[config.mk]
export PLATFORM = sky130hd
export DESIGN_NAME = gf2_quad_accum
export DESIGN_NICKNAME = d
export VERILOG_FILES = /design/src/rtl/gqa_pkg.sv /design/src/rtl/gqa_leaf_stage.sv /design/src/rtl/gqa_node_stage.sv /design/src/rtl/gqa_fold_stage.sv /design/src/rtl/gf2_quad_accum.sv
export SDC_FILE = /design/constraint.sdc
export NUM_CORES = 1
export LEC_CHECK = 0
export ABC_AREA = 1
export BUFFER_PORTS_ARGS = -buffer_cell sky130_fd_sc_hd__buf_2
export CAP_MARGIN = 15
export CORE_ASPECT_RATIO = 1.2
export CORE_MARGIN = 3
export CORE_UTILIZATION = 47
export DETAILED_ROUTE_END_ITERATION = 6
export PLACE_DENSITY_LB_ADDON = 0.12
export SYNTH_ARGS = -nofsm -noshare
export SYNTH_HDL_FRONTEND = slang
export SYNTH_HIERARCHICAL = 1
export SYNTH_SLANG_ARGS = --single-unit
[constraint.sdc]
create_clock -name clk -period 1.6 [get_ports clk]
set_input_delay 0.32 -clock clk [delete_from_list [all_inputs] [get_ports clk]]
set_output_delay 0.32 -clock clk [all_outputs]
set_load 0.005 [all_outputs]
[src/rtl/gqa_pkg.sv]
package gqa_pkg;
  // Number of groups of size b needed to cover a items.
  function automatic int ceil_div(input int a, input int b);
    return (a + b - 1) / b;
  endfunction
endpackage

[src/rtl/gqa_leaf_stage.sv]
// Stage 1: mask products with coefficients, XOR each leaf group, register.
module gqa_leaf_stage #(
  parameter int WIDTH = 128,
  parameter int LEAF  = 3,
  parameter int N_L1  = 43
) (
  input  logic             clk,
  input  logic             rst_n,
  input  logic             clr,
  input  logic             in_vld,
  input  logic             in_last,
  input  logic [WIDTH-1:0] prod,
  input  logic [WIDTH-1:0] coef,
  output logic [N_L1-1:0]  l1_q,
  output logic             l1_vld,
  output logic             l1_last
);
  logic [WIDTH-1:0] term;
  logic [N_L1-1:0]  l1_d;
  logic             load;

  assign term = prod & coef;

  for (genvar g = 0; g < N_L1; g++) begin : g_leaf
    localparam int LO = g * LEAF;
    localparam int HI = (LO + LEAF - 1 > WIDTH - 1) ? WIDTH - 1 : LO + LEAF - 1;
    assign l1_d[g] = ^term[HI:LO];
  end

  always_comb begin
    load = in_vld & ~clr;
  end

  always_ff @(posedge clk or negedge rst_n) begin
    if (!rst_n) begin
      l1_q    <= '0;
      l1_vld  <= 1'b0;
      l1_last <= 1'b0;
    end else begin
      l1_vld <= load;
      if (load) begin
        l1_q    <= l1_d;
        l1_last <= in_last;
      end
    end
  end
endmodule

[src/rtl/gqa_node_stage.sv]
// Stage 2: reduce full leaf bits in NODE-wide XORs, pass the odd tail, register.
module gqa_node_stage #(
  parameter int N_L1   = 43,
  parameter int N_FULL = 42,
  parameter int NODE   = 6,
  parameter int N_NODE = 7,
  parameter int N_TAIL = 1,
  parameter int N_L2   = 8
) (
  input  logic            clk,
  input  logic            rst_n,
  input  logic            clr,
  input  logic [N_L1-1:0] l1_q,
  input  logic            l1_vld,
  input  logic            l1_last,
  output logic [N_L2-1:0] l2_q,
  output logic            l2_vld,
  output logic            l2_last
);
  logic [N_L2-1:0] l2_d;
  logic            load;

  for (genvar n = 0; n < N_NODE; n++) begin : g_node
    localparam int LO = n * NODE;
    localparam int HI = (LO + NODE - 1 > N_FULL - 1) ? N_FULL - 1 : LO + NODE - 1;
    assign l2_d[n] = ^l1_q[HI:LO];
  end

  if (N_TAIL > 0) begin : g_tail
    assign l2_d[N_L2-1:N_NODE] = l1_q[N_L1-1:N_FULL];
  end

  always_comb begin
    load = l1_vld & ~clr;
  end

  always_ff @(posedge clk or negedge rst_n) begin
    if (!rst_n) begin
      l2_q    <= '0;
      l2_vld  <= 1'b0;
      l2_last <= 1'b0;
    end else begin
      l2_vld <= load;
      if (load) begin
        l2_q    <= l2_d;
        l2_last <= l1_last;
      end
    end
  end
endmodule

[src/rtl/gqa_fold_stage.sv]
// Stage 3: wide XOR of node bits with the running accumulator.
module gqa_fold_stage #(
  parameter int N_L2 = 8
) (
  input  logic            clk,
  input  logic            rst_n,
  input  logic            clr,
  input  logic [N_L2-1:0] l2_q,
  input  logic            l2_vld,
  input  logic            l2_last,
  output logic            res_bit,
  output logic            res_vld
);
  logic acc_q, acc_d;
  logic fresh_q, fresh_d;
  logic vld_q, vld_d;
  logic base;

  always_comb begin
    base    = fresh_q ? 1'b0 : acc_q;
    acc_d   = acc_q;
    fresh_d = fresh_q;
    vld_d   = 1'b0;
    if (clr) begin
      acc_d   = 1'b0;
      fresh_d = 1'b1;
    end else if (l2_vld) begin
      acc_d   = (^l2_q) ^ base;
      fresh_d = l2_last;
      vld_d   = l2_last;
    end
  end

  always_ff @(posedge clk or negedge rst_n) begin
    if (!rst_n) begin
      acc_q   <= 1'b0;
      fresh_q <= 1'b1;
      vld_q   <= 1'b0;
    end else begin
      acc_q   <= acc_d;
      fresh_q <= fresh_d;
      vld_q   <= vld_d;
    end
  end

  assign res_bit = acc_q;
  assign res_vld = vld_q;
endmodule

[src/rtl/gf2_quad_accum.sv]
module gf2_quad_accum #(
  parameter int WIDTH = 128,
  parameter int LEAF  = 3,
  parameter int NODE  = 6
) (
  input  logic             clk,
  input  logic             rst_n,
  input  logic             clr,
  input  logic             in_vld,
  input  logic             in_last,
  input  logic [WIDTH-1:0] prod,
  input  logic [WIDTH-1:0] coef,
  output logic             res_bit,
  output logic             res_vld
);
  localparam int N_FULL = WIDTH / LEAF;
  localparam int N_L1   = gqa_pkg::ceil_div(WIDTH, LEAF);
  localparam int N_TAIL = N_L1 - N_FULL;
  localparam int N_NODE = gqa_pkg::ceil_div(N_FULL, NODE);
  localparam int N_L2   = N_NODE + N_TAIL;

  logic [N_L1-1:0] l1_q;
  logic            l1_vld, l1_last;
  logic [N_L2-1:0] l2_q;
  logic            l2_vld, l2_last;

  gqa_leaf_stage #(.WIDTH(WIDTH), .LEAF(LEAF), .N_L1(N_L1)) leaf_i (
    .clk(clk), .rst_n(rst_n), .clr(clr), .in_vld(in_vld), .in_last(in_last),
    .prod(prod), .coef(coef), .l1_q(l1_q), .l1_vld(l1_vld), .l1_last(l1_last)
  );

  gqa_node_stage #(
    .N_L1(N_L1), .N_FULL(N_FULL), .NODE(NODE),
    .N_NODE(N_NODE), .N_TAIL(N_TAIL), .N_L2(N_L2)
  ) node_i (
    .clk(clk), .rst_n(rst_n), .clr(clr), .l1_q(l1_q), .l1_vld(l1_vld),
    .l1_last(l1_last), .l2_q(l2_q), .l2_vld(l2_vld), .l2_last(l2_last)
  );

  gqa_fold_stage #(.N_L2(N_L2)) fold_i (
    .clk(clk), .rst_n(rst_n), .clr(clr), .l2_q(l2_q), .l2_vld(l2_vld),
    .l2_last(l2_last), .res_bit(res_bit), .res_vld(res_vld)
  );
endmodule

==> results_dict.tcl, run 1 <==
set metrics [dict create \
    status "finished, violations left" \
    violations "hold timing" \
    ys_seq_area_frac 0.2828 \
    synth_cell_types 19 \
    synth_warnings 6 \
    crit_type "reg2out" \
    use_met3 0.03635 \
    period_needed_ns 1.173 \
    slowest_delay_ns 0.39 \
    dp_hpwl_mm 9.673 \
    htree_levels 3 \
    coreArea_sq_um 10570 \
    crit_family "flip-flops" \
    skew_ns 0.006955 \
    yosysTopAreaCellShare 0.3808 \
    grt_start_max_net_pins 59 \
    die_h_microns 120.5 \
    path_buf_inv 1 \
    insertedDiodeCount 0 \
    busiest_layer "met2" \
    io_buffers 262 \
    yosys_register_bits 58 \
    grtUsageMet2 0.3584 \
    numCtsBuffers 9 \
    slew_headroom 0.5060 \
    cts_resized 0 \
    total_power_mw 5.461 \
    nNetsFinal 1472 \
    setup_viol_count_final 0 \
    vias 5961 \
    routed_wl_mm 11.75 \
    grt_pass1_vias 5159 \
    cts.path.max_buffers 2 \
    synth_fp_nets 1205 \
    critPathSlowestCell "dfrtp_1" \
    cp-start-kind "flop" \
    io_pins 263 \
    rows 41 \
    p_leak_nw 4.843 \
    syn_area_sq_um 5136 \
    drive_gt1_frac 0.2590 \
    ant_nets 0 \
    clkTransAtPathRegs_ns 0.05 \
    die_area_sq_um 12220 \
    power_density_nw_per_um2 799.5 \
    cts_tree "done" \
    maxCapViolCount 0 \
    path_cells "buf_2" \
    dr.pass1.iters 6 \
    critPathCaptureType "primary output" \
    max_freq_mhz 852.5 \
    grtUsageTotal 0.1916 \
    cts_root_buffer "clkbuf_16" \
    cts_hold_buffers 0 \
    rsz0062_at_grt "no" \
    antenna_found_initial 0 \
    yosys.area.top_type "nand2_1" \
    drt_iter0_markers 137 \
    avgSynthCellArea_sq_um 5.441 \
    met1_usage 0.2194 \
    gp_congestion 0.7706 \
    fp.dieW_microns 101.4 \
    wire_per_inst_microns 8.734 \
    post-route-drc-count 0 \
    cts_sinks 58 \
    syn_to_final_growth_pct 32.98 \
    syn_inst 944 \
    arrival_ns 0.85 \
    fin_setup_tns_ns 0 \
    worst_pin_slew_ns 0.7410 \
    grt_pass1_wl_mm 19.85 \
    ir_worst_vdd_uv 563.4 \
    hold_class "in2async" \
    drt-vias-per-instance 4.432 \
    hold_ws_ns -0.01110 \
    crit_required_ns 1.28 \
    synth_area_leaders "nand2_1 38%, dfrtp_1 28%, nand3_1 14%" \
    post_cts_buffers 0 \
    start_util 0.4860 \
    maxSlewViolCount 0 \
    min_period_over_period 0.7331 \
    hold_viol_final 12 \
    cp_max_fo 3 \
    clk_latency_ns 0.32 \
    grt_overflow 0 \
]
-- cells in the mapped netlist --
| cell | instances |
|---|---|
| nand2_1 | 521 |
| inv_1 | 165 |
| nand3_1 | 143 |
| dfrtp_1 | 57 |
| nand2_2 | 20 |
| inv_2 | 11 |
| xor2_1 | 7 |
| buf_4 | 4 |
| buf_6 | 4 |
| o21ai_0 | 2 |
| xnor2_1 | 2 |
| a21oi_2 | 1 |
| clkbuf_8 | 1 |
| dfstp_2 | 1 |
| nand2_4 | 1 |
| nor2_1 | 1 |
| nor2_2 | 1 |
| nor2_4 | 1 |
| o211ai_1 | 1 |
-- metrics by stage --
stage	cells	hold WS (ns)	util	worst slack, ns	area, sq um
3_3_place_gp	1329	0.3466	0.6203	0.1633	6555
2_1_floorplan	944	0.02441	-	0.4957	5136
5_1_grt	1345	0.02184	0.6463	0.3394	6830
6_report	1345	-0.01110	0.6463	0.4270	6830
4_1_cts	1345	0.005293	0.6463	0.4072	6830
3_5_place_dp	1329	0.3479	0.6203	0.1402	6555
-- final cells by class --
type / instances / area, sq um
Inverter: 176 / 660.6
Fill cell: 1090 / 3737
Sequential cell: 58 / 1453
Clock buffer: 13 / 260.3
Timing Repair Buffer: 265 / 1346
Clock inverter: 3 / 15.01
Tap cell: 129 / 161.4
Multi-Input combinational cell: 701 / 2934
-- cell families (layout without fill, tap and decap cells) --
| family | Yosys count | count (layout) | synth area share |
|---|---|---|---|
| and+or+nand+nor | 688 | 688 | 0.5508 |
| DFF | 58 | 58 | 0.2828 |
| buffers and inverters | 185 | 457 | 0.1459 |
| xor gates and xnor gates | 9 | 9 | 0.01535 |
| AOI/OAI and AO/OA | 4 | 4 | 0.005117 |
-- sequential cells by signal, summed over array words and instances (netlist names) --
signal	flops
leaf_i/l1_last	1
node_i/l2_q	8
fold_i/res_bit	1
node_i/l2_vld	1
fold_i/res_vld	1
leaf_i/l1_vld	1
node_i/l2_last	1
fold_i/fresh_q	1
leaf_i/l1_q	43
-- per-layer routing --
layer  wire length [microns]  part of all wire  vias to the layer above
met3                     722             0.061                       10
met5                       0                 0                        -
met4                     125             0.011                        0
met2                    6100              0.52                      138
li1                        -                 -                     3349
met1                    4798              0.41                     2464
-- final timing paths --
| kind | cells past startpoint | to | start | slack, ns |
|---|---|---|---|---|
| setup / recovery | 1 | res_bit | fold_i/res_bit$_DFFE_PN0P_ | 0.43 |
| hold / removal | 2 | leaf_i/l1_q[20]$_DFFE_PN0P_ | rst_n | -0.01 |
| setup reg to reg | 8 | fold_i/res_bit$_DFFE_PN0P_ | fold_i/fresh_q$_DFFE_PN1P_ | 0.44 |
| hold reg to reg | 2 | node_i/l2_last$_DFFE_PN0P_ | node_i/l2_last$_DFFE_PN0P_ | 0.47 |
| max in group asynchronous | 2 | fold_i/fresh_q$_DFFE_PN1P_ | rst_n | 1.29 |
| min in group clk | 3 | leaf_i/l1_last$_DFFE_PN0P_ | in_last | 0.20 |
-- placed cells by master (no fill, tap or decap), types with 3 or more instances in the layout --
master     instances
inv_1            165
clkinv_2           3
nand3_1          143
inv_2             11
clkbuf_16          9
dfrtp_1           57
xor2_1             7
nand2_2           20
buf_2            262
nand2_1          521
-- where the power goes --
part           switching, mW  internal, mW  total (mW)  leakage, nW
clock network          0.602          1.12        1.72        0.139
registers              0.223          1.72        1.94        0.727
logic                  0.995         0.800        1.80         3.98
Note: power is estimated with default switching activity, not from simulation.
==> run 2: changes to the inputs <==
- clock period: 1.6 -> 1.2 ns (I/O delays scaled with it)
==> results_dict.tcl, run 2 (synthesized netlist as in run 1, its figures left out) <==
set metrics [dict create \
    rows 41 \
    arrival_ns 1.39 \
    syn_to_final_growth_pct 36.10 \
    maxCapViolCount 0 \
    grt_overflow 0 \
    reg.largest.list "leaf_i/l1_q x43, node_i/l2_q x8" \
    coreArea_sq_um 10570 \
    worst_pin_slew_ns 0.3096 \
    cts_tree "done" \
    io_buffers 262 \
    drive_gt1_frac 0.2692 \
    dr.pass1.iters 4 \
    slowest_delay_ns 0.52 \
    antenna_found_initial 0 \
    crit_type "reg2reg" \
    die_area_sq_um 12220 \
    dp_hpwl_mm 9.934 \
    grt_pass1_vias 5670 \
    min_period_over_period 0.9474 \
    grt_pass1_wl_mm 20.94 \
    power_density_nw_per_um2 1178 \
    fillers 1081 \
    crit_top_cell "inv_2" \
    rrSetupSlack_ns 0.06 \
    largest_reg_flops 43 \
    final_cell_mix "520 x nand2_1, 262 x buf_2, 161 x inv_1" \
    cp-start-kind "flop" \
    path_cells "inv_2, nand2_2, nand3_2, nand2_4, inv_2, nand3_1, nand2_1, a21oi_2" \
    post-route-drc-count 0 \
    wire_per_inst_microns 8.937 \
    setup_viol_count_final 0 \
    nNetsFinal 1478 \
    start_util 0.4860 \
    regMostFlops "leaf_i/l1_q" \
    total_power_mw 8.238 \
    numCtsBuffers 9 \
    drt-vias-per-instance 4.517 \
    p_leak_nw 4.919 \
    status "complete, no violations" \
    routed_wl_mm 12.07 \
    ir_worst_vdd_uv 775.3 \
    final_common_cell "nand2_1" \
    cts.path.max_buffers 2 \
    drt_iter0_markers 159 \
    maxSlewViolCount 0 \
    critPathSlowestCell "dfstp_2" \
    skew_ns 0.006541 \
    grtUsageTotal 0.2038 \
    cp_max_fo 2 \
    die_h_microns 120.5 \
    vias 6103 \
    hold_viol_final 0 \
    rsz0062_at_grt "yes" \
    insertedDiodeCount 0 \
    clk_latency_ns 0.32 \
    ant_nets 0 \
    slew_headroom 0.7936 \
    cts_root_buffer "clkbuf_16" \
    period_needed_ns 1.137 \
    hold_class "in2reg" \
    crit_required_ns 1.45 \
    grt_start_max_net_pins 59 \
    io_pins 263 \
    hold_ws_ns 0.1188 \
    critPathCaptureType "flop" \
    htree_levels 3 \
    max_freq_mhz 879.6 \
    cts_sinks 58 \
    fp.dieW_microns 101.4 \
    gp_congestion 0.7698 \
    clkTransAtPathRegs_ns 0.05 \
]
[run 2: final cells by class]
| class | instances | area (sq um) | area share |
|---|---|---|---|
| flip-flops and latches | 58 | 1453 | 0.2078 |
| well taps | 129 | 161.4 | 0.02309 |
| clock buffers | 11 | 242.7 | 0.03472 |
| multi-input cells | 701 | 2954 | 0.4226 |
| clock inverters | 5 | 125.1 | 0.01790 |
| inverters | 176 | 660.6 | 0.09451 |
| repair buffers | 271 | 1394 | 0.1994 |
[run 2: path summary, 6_finish.rpt]
check / from / endpoint / cells after the start
hold reg to reg: node_i/l2_last$_DFFE_PN0P_ / node_i/l2_last$_DFFE_PN0P_ / 2
max in group asynchronous: rst_n / fold_i/fresh_q$_DFFE_PN1P_ / 3
hold / removal: in_last / leaf_i/l1_last$_DFFE_PN0P_ / 3
setup reg to reg: fold_i/fresh_q$_DFFE_PN1P_ / fold_i/res_bit$_DFFE_PN0P_ / 8
min in group asynchronous: rst_n / leaf_i/l1_q[20]$_DFFE_PN0P_ / 3
setup / recovery: fold_i/fresh_q$_DFFE_PN1P_ / fold_i/res_bit$_DFFE_PN0P_ / 8
[run 2: routing by layer]
metal,vias up,track usage,routed length (microns)
met3,11,0.02770,700
met1,2591,0.2157,4775
li1,3360,-,-
met2,141,0.3989,6465
met4,0,0.07149,133
met5,-,0,0
[run 2: metrics by stage]
stage | std cells | setup slack, ns | util | cell area, sq um | TNS (ns)
6_report | 1351 | 0.06308 | 0.6615 | 6990 | 0
5_1_grt | 1351 | -0.02029 | 0.6615 | 6990 | -0.02029
4_1_cts | 1351 | 0.02143 | 0.6596 | 6970 | 0
3_5_place_dp | 1334 | 0.02907 | 0.6238 | 6593 | 0
3_3_place_gp | 1334 | 0.06560 | 0.6238 | 6593 | 0
2_1_floorplan | 944 | 0.09569 | - | 5136 | 0
[run 2: worst max-delay path, delay by kind of cell (launching register included)]
| family | cells | cell delay [ns] |
|---|---|---|
| AO/OA/AOI/OAI | 1 | 0.11 |
| AND/OR/NAND/NOR | 5 | 0.37 |
| flip-flops | 1 | 0.52 |
| buffers and inverters | 2 | 0.06 |
[run 2: repair_timing]
item / in CTS / in global routing
resized for setup: 0 / 8
hold buffers: 1 / 0
setup buffers: 0 / 0
endpoints found under the hold margin: 57 / 0
endpoints found under the setup margin: 0 / 1
[run 2: where the power goes]
group          internal (mW)  switching [mW]
logic                   1.11            1.38
clock network           2.29           0.866
registers               2.29           0.305
total                   5.69            2.55
==> run 3: changes to the inputs <==
==> constraint.sdc (replaced) <==
create_clock -name clk -period 1.2 [get_ports clk]
set_input_delay 0.24 -clock clk [delete_from_list [all_inputs] [get_ports clk]]
set_output_delay 0.24 -clock clk [all_outputs]
set_load 0.1 [all_outputs]
==> results_dict.tcl, run 3 (synthesized netlist as in run 1, its figures left out) <==
set metrics [dict create \
    min_period_over_period 1.017 \
    status "finished, violations left" \
    grtUsageMet2 0.3564 \
    crit_start "fold_i/res_bit$_DFFE_PN0P_" \
    cts_sinks 58 \
    drive_gt1_frac 0.2666 \
    fin_setup_tns_ns -0.02031 \
    period_needed_ns 1.220 \
    start_util 0.4860 \
    violations "setup timing" \
    post-route-drc-count 0 \
    grtUsageTotal 0.1921 \
    path_buf_inv 1 \
    critPathSlowestCell "dfrtp_4" \
    max_freq_mhz 819.5 \
    utilization 0.6572 \
    final_cell_mix "520 x nand2_1, 260 x buf_2, 164 x inv_1" \
    cts.path.max_buffers 2 \
    final_common_cell "nand2_1" \
    rrSetupSlack_ns 0.03 \
    slowest_delay_ns 0.49 \
    ant_nets 0 \
    power_density_nw_per_um2 1057 \
    syn_to_final_growth_pct 35.23 \
    gp_congestion 0.7632 \
    rsz0062_at_grt "yes" \
    r2r_cells 8 \
    pre_cts_slack_ns 0.08227 \
    hold_class "in2reg" \
    crit_type "reg2out" \
    cp-endpoint "res_bit" \
    routed_wl_mm 11.79 \
    clk_latency_ns 0.32 \
    dp_hpwl_mm 9.883 \
    worst_pin_slew_ns 0.3150 \
    reg.largest.list "leaf_i/l1_q x43, node_i/l2_q x8" \
    coreArea_sq_um 10570 \
    htree_levels 3 \
    wire_per_inst_microns 8.718 \
    maxSlewViolCount 0 \
    timing.final.ws_setup_ns -0.02031 \
    r2r_end "fold_i/res_bit$_DFFE_PN0P_" \
    setup_viol_count_final 1 \
    total_power_mw 7.340 \
    regMostFlops "leaf_i/l1_q" \
    antenna_found_initial 0 \
    drt-vias-per-instance 4.458 \
    use_met3 0.03405 \
    skew_ns 0.006086 \
    die_area_sq_um 12220 \
    grt_overflow 0 \
    rows 41 \
    arrival_ns 0.98 \
    dr.pass1.iters 4 \
    vias 6027 \
    busiest_layer "met2" \
    numCtsBuffers 9 \
    clkTransAtPathRegs_ns 0.05 \
    cp_max_fo 2 \
    slew_headroom 0.7900 \
    cp.depth 1 \
    instances_no_fill 1352 \
    maxCapViolCount 0 \
    crit_required_ns 0.96 \
    cts_tree "done" \
    p_leak_nw 4.894 \
    path_cells "buf_12" \
    grt_pass1_vias 5280 \
    die_h_microns 120.5 \
    reg2reg_from "fold_i/res_bit$_DFFE_PN0P_" \
    fp.dieW_microns 101.4 \
    grt_pass1_wl_mm 19.89 \
    io_pins 263 \
    nNetsFinal 1479 \
    insertedDiodeCount 0 \
    critPathCaptureType "primary output" \
    crit_family "flip-flops" \
    place_inst 1334 \
    drt_iter0_markers 136 \
    hold_viol_final 0 \
    io_buffers 262 \
    cts_root_buffer "clkbuf_16" \
    met1_usage 0.2227 \
    cp-start-kind "flop" \
    ir_worst_vdd_uv 703.2 \
    grt_start_max_net_pins 59 \
    largest_reg_flops 43 \
]
-- run 3: per-stage QoR --
step	area [sq um]	hold WS, ns
floorplan	5152	-0.05559
global placement	6651	0.2781
detailed placement	6651	0.2661
CTS	6942	0.1236
global route	6945	0.1574
finish	6945	0.1397
-- run 3: how the worst min path moves through the flow --
stage	start	end	cells after the start
floorplan	rst_n	fold_i/res_vld$_DFF_PN0_	0
global placement	rst_n	leaf_i/l1_q[26]$_DFFE_PN0P_	2
detailed placement	rst_n	leaf_i/l1_q[25]$_DFFE_PN0P_	2
CTS	in_last	leaf_i/l1_last$_DFFE_PN0P_	3
global route	in_last	leaf_i/l1_last$_DFFE_PN0P_	3
finish	in_last	leaf_i/l1_last$_DFFE_PN0P_	3
-- run 3: final cells by class --
type,count,area [sq um]
inverter,176,660.6
tap,129,161.4
fill,1034,3622
sequential,58,1456
multi-input combinational,701,2947
clock buffer,11,242.7
clock inverter,5,30.03
timing repair buffer,272,1448
-- run 3: report_power, final --
| group | internal [mW] | total [mW] | switching [mW] | leakage, nW |
|---|---|---|---|---|
| Sequential | 2.30 | 2.59 | 0.295 | 0.725 |
| Combinational | 1.10 | 2.48 | 1.37 | 4.04 |
| Clock | 1.44 | 2.27 | 0.836 | 0.131 |
-- run 3: per-layer routing --
layer,vias to the layer above,routed length [microns]
met5,-,0
met4,0,85
met3,6,701
met2,150,6056
met1,2509,4943
li1,3362,-
-- run 3: repair_timing --
item,in CTS,in global routing
hold endpoints to repair,57,0
hold buffers,1,0
setup endpoints to repair,1,2
setup buffers,1,0
gates resized for setup,0,1
